===== src/rtl/dbl2int_pkg.sv =====
package dbl2int_pkg;

    typedef enum logic [1:0] {
        RM_NEAR_EVEN = 2'd0,
        RM_DOWN      = 2'd1,
        RM_UP        = 2'd2,
        RM_ZERO      = 2'd3
    } rmode_e;

    typedef struct packed {
        logic invalid;
        logic overflow;
        logic inexact;
    } flags_t;

endpackage


===== src/rtl/dbl2int_align.sv =====
module dbl2int_align #(
    parameter int EXP_W  = 11,
    parameter int FRAC_W = 52,
    parameter int INT_W  = 64
) (
    input  logic [EXP_W+FRAC_W:0] operand_i,
    output logic [INT_W-1:0]      mag_o,
    output logic [INT_W-1:0]      rnd_o,
    output logic                  sign_o,
    output logic                  nan_o,
    output logic                  inf_o,
    output logic                  lost_o
);
    localparam int MANT_W     = FRAC_W + 1;
    localparam int BIAS       = (1 << (EXP_W - 1)) - 1;
    localparam int SHIFT_BASE = BIAS + FRAC_W;
    localparam int SW         = EXP_W + 2;
    localparam int SH_W       = $clog2(INT_W);

    logic [EXP_W-1:0]            exp_f;
    logic [FRAC_W-1:0]           frac_f;
    logic [INT_W-1:0]            mant_ext;
    logic signed [SW-1:0]        sh;
    logic signed [SW-1:0]        nsh;
    logic [INT_W+MANT_W-1:0]     wide_left;
    logic [2*INT_W-1:0]          pair_right;

    assign sign_o = operand_i[EXP_W+FRAC_W];
    assign exp_f  = operand_i[EXP_W+FRAC_W-1:FRAC_W];
    assign frac_f = operand_i[FRAC_W-1:0];

    always_comb begin
        mag_o      = '0;
        rnd_o      = '0;
        nan_o      = 1'b0;
        inf_o      = 1'b0;
        lost_o     = 1'b0;
        mant_ext   = INT_W'({1'b1, frac_f});
        sh         = $signed({2'b00, exp_f}) - SW'(SHIFT_BASE);
        nsh        = -sh;
        wide_left  = '0;
        pair_right = '0;
        if (exp_f == '0) begin
            if (frac_f != '0) begin
                rnd_o = INT_W'(1);
            end
        end else if (exp_f == '1) begin
            nan_o = (frac_f != '0);
            inf_o = (frac_f == '0);
        end else if (sh >= 0) begin
            if (sh < SW'(INT_W - 1)) begin
                wide_left = {{MANT_W{1'b0}}, mant_ext} << sh[SH_W-1:0];
                mag_o     = wide_left[INT_W-1:0];
                lost_o    = |wide_left[INT_W+MANT_W-1:INT_W];
            end
        end else begin
            if (nsh < SW'(INT_W - 1)) begin
                pair_right = {mant_ext, {INT_W{1'b0}}} >> nsh[SH_W-1:0];
                mag_o      = pair_right[2*INT_W-1:INT_W];
                rnd_o      = pair_right[INT_W-1:0];
            end else begin
                rnd_o = INT_W'(1);
            end
        end
    end

endmodule


===== src/rtl/dbl2int_round.sv =====
module dbl2int_round
    import dbl2int_pkg::*;
#(
    parameter int INT_W = 64
) (
    input  logic [INT_W-1:0] mag_i,
    input  logic [INT_W-1:0] rnd_i,
    input  logic             sign_i,
    input  rmode_e           rmode_i,
    output logic [INT_W-1:0] result_o
);
    localparam logic [INT_W-1:0] HALF = {1'b1, {(INT_W-1){1'b0}}};

    logic [INT_W-1:0] bump;
    logic [INT_W-1:0] rounded;

    always_comb begin
        bump = '0;
        if (rnd_i != '0) begin
            unique case (rmode_i)
                RM_NEAR_EVEN: begin
                    if (rnd_i == HALF)     bump = INT_W'(mag_i[0]);
                    else if (rnd_i > HALF) bump = INT_W'(1);
                end
                RM_UP:   bump = INT_W'(!sign_i);
                RM_DOWN: bump = INT_W'(sign_i);
                default: bump = '0;
            endcase
        end
        rounded  = mag_i + bump;
        result_o = sign_i ? -rounded : rounded;
    end

endmodule


===== src/rtl/dbl2int_conv.sv =====
module dbl2int_conv
    import dbl2int_pkg::*;
#(
    parameter int EXP_W  = 11,
    parameter int FRAC_W = 52,
    parameter int INT_W  = 64
) (
    input  logic                  clk_i,
    input  logic                  rst_ni,
    input  logic                  start_i,
    input  logic [EXP_W+FRAC_W:0] operand_i,
    input  logic [1:0]            rmode_i,
    input  logic                  report_en_i,
    output logic [INT_W-1:0]      result_o,
    output logic                  valid_o,
    output logic                  invalid_o,
    output logic                  overflow_o,
    output logic                  inexact_o
);
    typedef struct packed {
        logic             valid;
        logic [INT_W-1:0] res;
        flags_t           flags;
    } state_t;

    state_t state_d, state_q;

    logic [INT_W-1:0] mag, rnd, res_c;
    logic             sign, nan, inf, lost;

    dbl2int_align #(.EXP_W(EXP_W), .FRAC_W(FRAC_W), .INT_W(INT_W)) align_i (
        .operand_i (operand_i),
        .mag_o     (mag),
        .rnd_o     (rnd),
        .sign_o    (sign),
        .nan_o     (nan),
        .inf_o     (inf),
        .lost_o    (lost)
    );

    dbl2int_round #(.INT_W(INT_W)) round_i (
        .mag_i    (mag),
        .rnd_i    (rnd),
        .sign_i   (sign),
        .rmode_i  (rmode_e'(rmode_i)),
        .result_o (res_c)
    );

    always_comb begin
        state_d       = state_q;
        state_d.valid = start_i;
        if (start_i) begin
            state_d.res            = res_c;
            state_d.flags.invalid  = nan;
            state_d.flags.overflow = report_en_i && (inf || lost);
            state_d.flags.inexact  = report_en_i && (rnd != '0);
        end
    end

    always_ff @(posedge clk_i or negedge rst_ni) begin
        if (!rst_ni) state_q <= '0;
        else         state_q <= state_d;
    end

    assign result_o   = state_q.res;
    assign valid_o    = state_q.valid;
    assign invalid_o  = state_q.flags.invalid;
    assign overflow_o = state_q.flags.overflow;
    assign inexact_o  = state_q.flags.inexact;

    p_valid_after_start_r1: assert property (@(posedge clk_i) disable iff (!rst_ni)
        start_i |=> valid_o);
    p_no_spurious_valid_r1: assert property (@(posedge clk_i) disable iff (!rst_ni)
        !start_i |=> !valid_o);
    p_hold_between_r1: assert property (@(posedge clk_i) disable iff (!rst_ni)
        !start_i |=> ($stable(result_o) && $stable({invalid_o, overflow_o, inexact_o})));
    p_zero_quiet_r2: assert property (@(posedge clk_i) disable iff (!rst_ni)
        (start_i && operand_i[EXP_W+FRAC_W-1:0] == '0) |=>
            (result_o == '0 && !invalid_o && !overflow_o && !inexact_o));
    p_nan_zero_r3: assert property (@(posedge clk_i) disable iff (!rst_ni)
        (valid_o && invalid_o) |-> (result_o == '0));
    p_no_report_r11: assert property (@(posedge clk_i) disable iff (!rst_ni)
        (start_i && !report_en_i) |=> (!overflow_o && !inexact_o));
    p_flags_exclusive_r12: assert property (@(posedge clk_i) disable iff (!rst_ni)
        $onehot0({invalid_o, overflow_o, inexact_o}));

endmodule


===== config.mk =====
export PLATFORM = sky130hd
export DESIGN_NAME = dbl2int_conv
export DESIGN_NICKNAME = d
export VERILOG_FILES = /design/src/rtl/dbl2int_pkg.sv /design/src/rtl/dbl2int_align.sv /design/src/rtl/dbl2int_round.sv /design/src/rtl/dbl2int_conv.sv
export SDC_FILE = /design/constraint.sdc
export NUM_CORES = 1
export LEC_CHECK = 0
export BUFFER_PORTS_ARGS = -buffer_cell sky130_fd_sc_hd__clkbuf_2
export CORE_ASPECT_RATIO = 0.7
export CORE_MARGIN = 3
export CORE_UTILIZATION = 35
export CTS_BUF_LIST = sky130_fd_sc_hd__clkbuf_4 sky130_fd_sc_hd__clkbuf_8 sky130_fd_sc_hd__clkbuf_16
export DETAILED_ROUTE_END_ITERATION = 12
export PLACE_DENSITY = 0.57
export SYNTH_ARGS = -nofsm -noshare
export SYNTH_HDL_FRONTEND = slang
export SYNTH_SLANG_ARGS = --single-unit

===== constraint.sdc =====
create_clock -name clk_i -period 2.33 [get_ports clk_i]
set_input_delay 0.1165 -clock clk_i [delete_from_list [all_inputs] [get_ports clk_i]]
set_output_delay 0.1165 -clock clk_i [all_outputs]
set_load 0.005 [all_outputs]

* Yosys cells after proc, flatten, opt, wreduce, memory -nomap -nowiden *
Cells that the tools add are included.

storage, ports and cells
  output and inout port bits = 68
  flip-flop bits (word level) = 68
  logic and storage cells = 52

cells by class
  shift operators = 2
  equality and inequality tests = 4
  multiplexer cells = 23
  add/subtract/negate cells = 4
  reductions and logical operators = 10
  order comparisons = 4

operators with widths
  kind                                                    number
  2-to-1 mux 64 bit                                       12
  case mux 64 bit (3 select lines)                        1
  right shift 117 x 6 -> 128 bit                          1
  left shift 53 x 6 -> 117 bit                            1
  adder 64 bit                                            1
  == test 64 bit (second input constant)                  1
  greater-than comparator 64 bit (second input constant)  1
  negator 64 bit                                          1
  nonzero test 64 bit                                     1
  OR reduction 53 bit                                     1
  zero test 52 bit                                        1
  nonzero test 52 bit                                     1
  < comparator 13 x 7 -> 1 bit (second input constant)    1
  negator 12 -> 13 bit                                    1
  >= comparator 12 x 1 -> 1 bit (second input constant)   1
  < comparator 12 x 7 -> 1 bit (second input constant)    1
  subtractor 11 x 11 -> 12 bit (second input constant)    1
  == test 11 bit (second input constant)                  1
  zero test 11 bit                                        1
  2-to-1 mux 1 bit                                        10
  == test 2 x 1 -> 1 bit (second input constant)          1
  == test 2 bit (second input constant)                   1
  logical AND 1 bit                                       2
  zero test 2 bit                                         1
  2 further kinds                                         2

* Longest topological paths before layout *
  depth after elaboration = 15
  depth in mapped cells = 46
  mapped depth without buffers = 31

* Hierarchy *
From an unflattened synthesis, not the netlist that was laid out.

unflattened totals
  cells, all modules = 2063
  area total of the unflattened synthesis = 16270.6 sq um

modules (own cells, without submodules)
  module         area each (sq um)  times used  cells an instance
  dbl2int_align  9741.8             1           1306
  dbl2int_round  3875.0             1           589
  dbl2int_conv   2653.8             1           168

* Worst setup path after synthesis *
OpenSTA, ideal clock, no wires.

  path type = input port to flip-flop
  start = input operand_i[52]
  end = register state_q (netlist bit result_o[45])
  arrival time = 8.335 ns
  setup time = 0.125 ns
  slack = -6.130 ns
  buffers on the path = 14
  stages on the path = 43
  data required time = 2.205 ns
  cells stage by stage = buf_4 buf_4 inv_2 buf_2 buf_2 buf_4 buf_2 ha_1 buf_4 buf_6 buf_6 buf_4 buf_4 buf_2 buf_2 nand2_1 and3_1 a21oi_1 [7 not listed] a21oi_1 o221ai_1 o21ai_0 a211oi_1 ha_1 ha_1 inv_1 a31oi_1 o211ai_1 nor4b_1 or3b_1 buf_6 or4_1 xnor2_1 or4_4 o41ai_2 xnor2_1 mux2_4

on the way
  word-level cells in the longest chain between the ends = 15
  elaborated cells between the ends (all ways) = 28

ends and longest elaborated chain
  element                                                                                line                                      RTL
  from (decl)                                                                            dbl2int_conv.sv:11                        input logic [EXP_W+FRAC_W:0] operand_i,
  subtractor 11 x 11 -> 12 bit                                                           dbl2int_align.sv:39                       sh = $signed({2'b00, exp_f}) - SW'(SHIFT_BASE);
  negator 12 -> 13 bit                                                                   dbl2int_align.sv:40                       nsh = -sh;
  < comparator 13 x 7 -> 1 bit / right shift 117 x 6 -> 128 bit (equally long branches)  dbl2int_align.sv:57, dbl2int_align.sv:58
  2-to-1 mux 64 bit                                                                      dbl2int_align.sv:57                       if (nsh < SW'(INT_W - 1)) begin
  2-to-1 mux 64 bit                                                                      dbl2int_align.sv:50                       end else if (sh >= 0) begin
  2-to-1 mux 64 bit                                                                      dbl2int_align.sv:47                       end else if (exp_f == '1) begin
  2-to-1 mux 64 bit                                                                      dbl2int_align.sv:43                       if (exp_f == '0) begin
  greater-than comparator 64 bit                                                         dbl2int_round.sv:23                       else if (rnd_i > HALF) bump = INT_W'(1);
  2-to-1 mux 1 bit                                                                       dbl2int_round.sv:23
  2-to-1 mux 64 bit                                                                      dbl2int_round.sv:22                       if (rnd_i == HALF) bump = INT_W'(mag_i[0]);
  case mux 64 bit (3 select lines)                                                       dbl2int_round.sv:20                       unique case (rmode_i)
  2-to-1 mux 64 bit                                                                      dbl2int_round.sv:19                       if (rnd_i != '0) begin
  adder 64 bit *                                                                         dbl2int_round.sv:30                       rounded = mag_i + bump;
  negator 64 bit                                                                         dbl2int_round.sv:31                       result_o = sign_i ? -rounded : rounded;
  2-to-1 mux 64 bit *                                                                    dbl2int_round.sv:31
  to (signal assigned)                                                                   dbl2int_conv.sv:62                        else state_q <= state_d;
  to (decl)                                                                              dbl2int_conv.sv:26                        state_t state_d, state_q;

Every way passes the cells marked *; elsewhere a longest branch is shown, timed or not.
A chain may end at the register's enable or synchronous reset.

* Worst setup path after layout *
  start = input operand_i[53]
  end = register state_q (netlist bit result_o[54])

The elaborated chain is that of the path after synthesis.

==> flow_results.org <==
** Status
- The run finished, with violations left.
- Failing checks :: setup timing

** Clock network
- TritonCTS built the clock tree.
- Clock network latency to the later pin of the worst-skew pair :: between 0.3 and 0.4 ns
- Sinks on the clock net :: 68
- After clock tree synthesis, the clock-pin slew on the worst setup and hold paths is approximately 0.06 ns.
- Deepest level of the CTS H-tree :: 3
- Clock buffer count from CTS :: 9
- Number of buffers between clock root and the deepest sink :: 2
- Root Buffer Master :: sky130_fd_sc_hd__clkbuf_16

** Power and ir drop
- Dividing total power by cell area gives a power density of ~480 nW/um2.
- Peak ir drop on the vdd network :: roughly 0.00045 V
- The analysis attributes to cell leakage a power of 0.01252 uW.

** Synthesis
- Sequential-to-total area share from yosys stat :: about a tenth
- During synthesis, Yosys emitted a total of 0 warnings.
- Synthesis produced between 2,000 and 2,500 cells.
- Synthesis inferred 68 register bits.
- Post-synth cell types :: roughly 130
- Mux cell area share after synthesis :: 25.54%
- The synthesized netlist devotes 25.71% of its cell area to compound gates.
- Arithmetic-cell share of the synthesized area counting full adders, half adders and majority gates :: less than 1%
- After Yosys synthesis, and, or, nand and nor cells account for a little over a quarter of the synthesized area.
- The synthesized netlist occupies a cell area of 17,510 um2.
- Synthesized netlist net count :: about 2,300
- For this run, asynchronously set or reset flops after synthesis account for 100.0%.
- After synthesis, the largest family of logic cells by area is simple AND/OR/NAND/NOR gates.
- Count of flip-flops with a built-in enable after synthesis :: 0
- Xor and xnor area share after synthesis :: 5.459%
- Synthesized area divided by synthesized cell count :: slightly below 8 um2
- Most instantiated flip-flop cell in the synthesis netlist :: sky130_fd_sc_hd__dfrtp_1

** Placement
- Port buffer count :: approximately 140
- Once placement finished, the instance area stood at roughly 26,000 um2.
- Setup Slack @ Placement :: -5.376 ns
- Number of placed instances, taps included :: between 3,000 and 4,000
- Final HPWL from detailed placement :: roughly 90,000 um
- Weighted congestion at the end of routability-driven global placement :: 1.066

** Cells and area
- The top cell types in the final layout, fill and taps aside, are 989 x sky130_fd_sc_hd__buf_4, 211 x sky130_fd_sc_hd__nand2_1, 182 x sky130_fd_sc_hd__nor2_1.
- Layout Cells excl Fill :: about 3,900
- For this run, the post-layout net count is 3,350.
- Ratio of cells with drive above 1 in the final layout :: 53.19%
- Cells fill between 50% and 60% of the core in the end.
- After routing the design area is roughly 29,000 um2.
- Relative to the synthesized area, the layout overhead comes to 63.79%.
- The library cell used most frequently in the layout, excluding fill and tap cells, is sky130_fd_sc_hd__buf_4.

** Detailed routing
- The routed layout has roughly 24,000 vias.
- For this block, the initial DRC count from the detailed router was between 3,000 and 4,000.
- After detailed routing, the number of remaining DRC violations is 0.
- Routed length per instance :: 27.59 um
- The detail route stage leaves a number of antenna-violating nets equal to 0.
- Number of detailed-route iterations in the first pass :: 6
- Via-per-instance ratio :: ~6
- Final wirelength :: 108,500 um

** Critical path
- Reg2Reg Depth :: 2
- Launching element type of the critical path :: primary input
- Largest stage delay on the critical path :: around 0.60 ns
- The critical path is of the primary input to flop type.
- Endpoint of the lowest-slack register-to-register path :: result_o[61]
- Of all nets on the critical path, the largest fanout is 7.
- In this design, the critical path's most frequently occurring cell is sky130_fd_sc_hd__buf_6.
- Endpoint arrival time on the critical path :: about 7.2 ns
- FF-to-FF Start :: result_o[61]
- STA classifies the critical path endpoint as a flop.
- The setup check on the worst reg-to-reg path leaves a slack of approximately 1.4 ns.
- Among all stages on the critical path, the largest delay is contributed by sky130_fd_sc_hd__mux4_2.
- For the worst setup path, the data required time is about 2.6 ns.

** STA
- For the finished layout, the period the worst path requires is roughly 7 ns.
- Static timing analysis puts the maximum clock frequency at 144.0 MHz.
- Final Hold Fails :: 0
- Clock skew on the completed layout was measured at 0 ns.
- Headroom to the max-slew limit came out at between 30% and 40%.
- For the pin with the worst max-slew slack, the measured transition is 0.9697 ns.
- Setup repair after global routing could not meet its margin everywhere.
- Count of final setup violators :: 66
- Max-slew violation count :: 0
- Setup slack after layout :: -4.616 ns
- The worst path uses 298.1% of the clock period.

** Die
- Once the floorplan was initialized, standard cells occupied between 30 and 40% of the core.
- The floorplan step defined a core boundary enclosing roughly 49,000 um2.
- Die Height :: 193.1 um
- Horizontal die dimension :: approximately 270 um
- During I/O placement, the number of pins put on the boundary was 138.
- Site row count :: 67
- Die Outline Area :: about 53,000 um2

** GRT
- The first global-routing pass estimated between 150,000 and 200,000 um of wire.
- For this run, the total global-route usage over all layers was measured as between 30% and 40%.
- Entering global routing, the biggest net connects 70 pins.
- The number of antenna violations at the first check in global routing is 3.
- The via count of the first global-routing pass is around 23,000.
- Global routing finished with a remaining overflow of 0.

** Job
- Max Cap Viol :: 0

** Worst hold path
- The worst hold path terminates at valid_o.
- The startpoint identified for the worst hold timing path is start_i.
- Worst min path class :: primary input to flop
- Counting instances, the worst hold path has a depth of 1.
## worst max path at each step
| stage | depth (start not counted) | to | start | slack [ns] |
|---|---|---|---|---|
| after floorplan | 44 | result_o[62] | operand_i[52] | -5.21 |
| after global placement | 34 | result_o[53] | operand_i[53] | -5.28 |
| after detailed placement | 34 | result_o[49] | operand_i[53] | -5.38 |
| after CTS | 37 | result_o[54] | operand_i[53] | -4.51 |
| after global routing | 37 | result_o[50] | operand_i[53] | -4.77 |
| final | 36 | result_o[54] | operand_i[53] | -4.62 |
## per-layer routing
layer / wire [um] / global-route usage (%) / part of all wire [%] / up-vias
met5: 64 / 0.8167 / 0.059 / -
met4: 1917 / 6.030 / 1.8 / 4
met3: 14280 / 14.75 / 13 / 137
met2: 43340 / 55.30 / 40 / 1352
met1: 48860 / 58.01 / 45 / 12080
li1: - / - / - / 10740
## cells by family after synthesis
group | Yosys count
fa+ha+maj | 10
buf+inv | 214
simple gates | 876
mux | 327
flops | 68
compound gates | 625
xor+xnor | 98
## synthesized netlist by cell type (19+ instances only)
library cell,instances,share of area (%)
sky130_fd_sc_hd__nand2b_1,28,1.0
sky130_fd_sc_hd__dfrtp_1,68,9.7
sky130_fd_sc_hd__o21ai_1,21,0.60
sky130_fd_sc_hd__a31oi_1,25,0.89
sky130_fd_sc_hd__buf_4,36,1.5
sky130_fd_sc_hd__nor2_1,193,4.1
sky130_fd_sc_hd__xor2_1,33,1.7
sky130_fd_sc_hd__nor3_1,64,1.8
sky130_fd_sc_hd__and2_1,28,1.0
sky130_fd_sc_hd__buf_6,20,1.3
sky130_fd_sc_hd__mux2_2,125,8.0
sky130_fd_sc_hd__o211ai_1,29,1.2
sky130_fd_sc_hd__o21ai_0,107,3.1
sky130_fd_sc_hd__or2_2,19,0.68
sky130_fd_sc_hd__mux2i_1,118,6.7
sky130_fd_sc_hd__nor4_1,45,1.6
sky130_fd_sc_hd__clkbuf_1,65,1.4
sky130_fd_sc_hd__buf_2,45,1.3
sky130_fd_sc_hd__inv_1,25,0.54
sky130_fd_sc_hd__xnor2_1,58,2.9
sky130_fd_sc_hd__nand4_1,46,1.6
sky130_fd_sc_hd__nand2_1,220,4.7
sky130_fd_sc_hd__a211oi_1,32,1.4
sky130_fd_sc_hd__a22oi_1,28,1.2
sky130_fd_sc_hd__a21oi_1,109,3.1
sky130_fd_sc_hd__or3_1,21,0.75
sky130_fd_sc_hd__mux4_2,83,11
sky130_fd_sc_hd__nand3_1,94,2.7
sky130_fd_sc_hd__o22ai_1,31,1.1
sky130_fd_sc_hd__o31ai_1,26,1.1
## through the flow
stage / setup TNS (ns) / hold WS, ns / power [uW]
2_1_floorplan: -302.08 / -0.1791 / 5888
3_3_place_gp: -313.83 / 0.1316 / 10630
3_5_place_dp: -322.89 / 0.1398 / 10700
4_1_cts: -274.03 / 0.005540 / 12790
5_1_grt: -282.23 / 0.005372 / 14220
6_report: -271.10 / 0.01391 / 13690
## registers in the layout (all words and copies together) (netlist names)
| signal | cells |
|---|---|
| result_o | 64 |
| overflow_o | 1 |
| valid_o | 1 |
| invalid_o | 1 |
| inexact_o | 1 |
## critical path: cells and delay by family
family | cells | cell delay [ns]
and+or+nand+nor | 15 | 3.47
muxes | 3 | 1.07
AOI/OAI and AO/OA | 8 | 1.00
buffers and inverters | 8 | 0.97
adders and majority gates | 2 | 0.49
## power breakdown
group	leakage [uW]	switching, uW	total, uW	internal [uW]
Combinational	0.0115	5590	10600	5020
Sequential	0.000844	131	1530	1400
Clock	0.000160	562	1550	989
## final cells by class
type | count | area, um2
antenna | 1 | 2.502
clock buffer | 12 | 254.0
clock inverter | 4 | 72.57
fill | 4388 | 19940
inverter | 29 | 126.4
multi-input combinational | 1936 | 16100
sequential | 68 | 1702
tap | 655 | 819.5
timing repair buffer | 1226 | 9600
## what timing repair did
action / 4_1_cts / 5_1_grt
pin swaps: 54 / 100
setup endpoints to repair: 66 / 66
resized for setup: 130 / 171
setup buffers: 56 / 53
gates cloned: 1 / 3
hold endpoints to repair: 68 / 0
hold buffers: 1 / 0
Note: power is estimated with default switching activity, not from simulation.
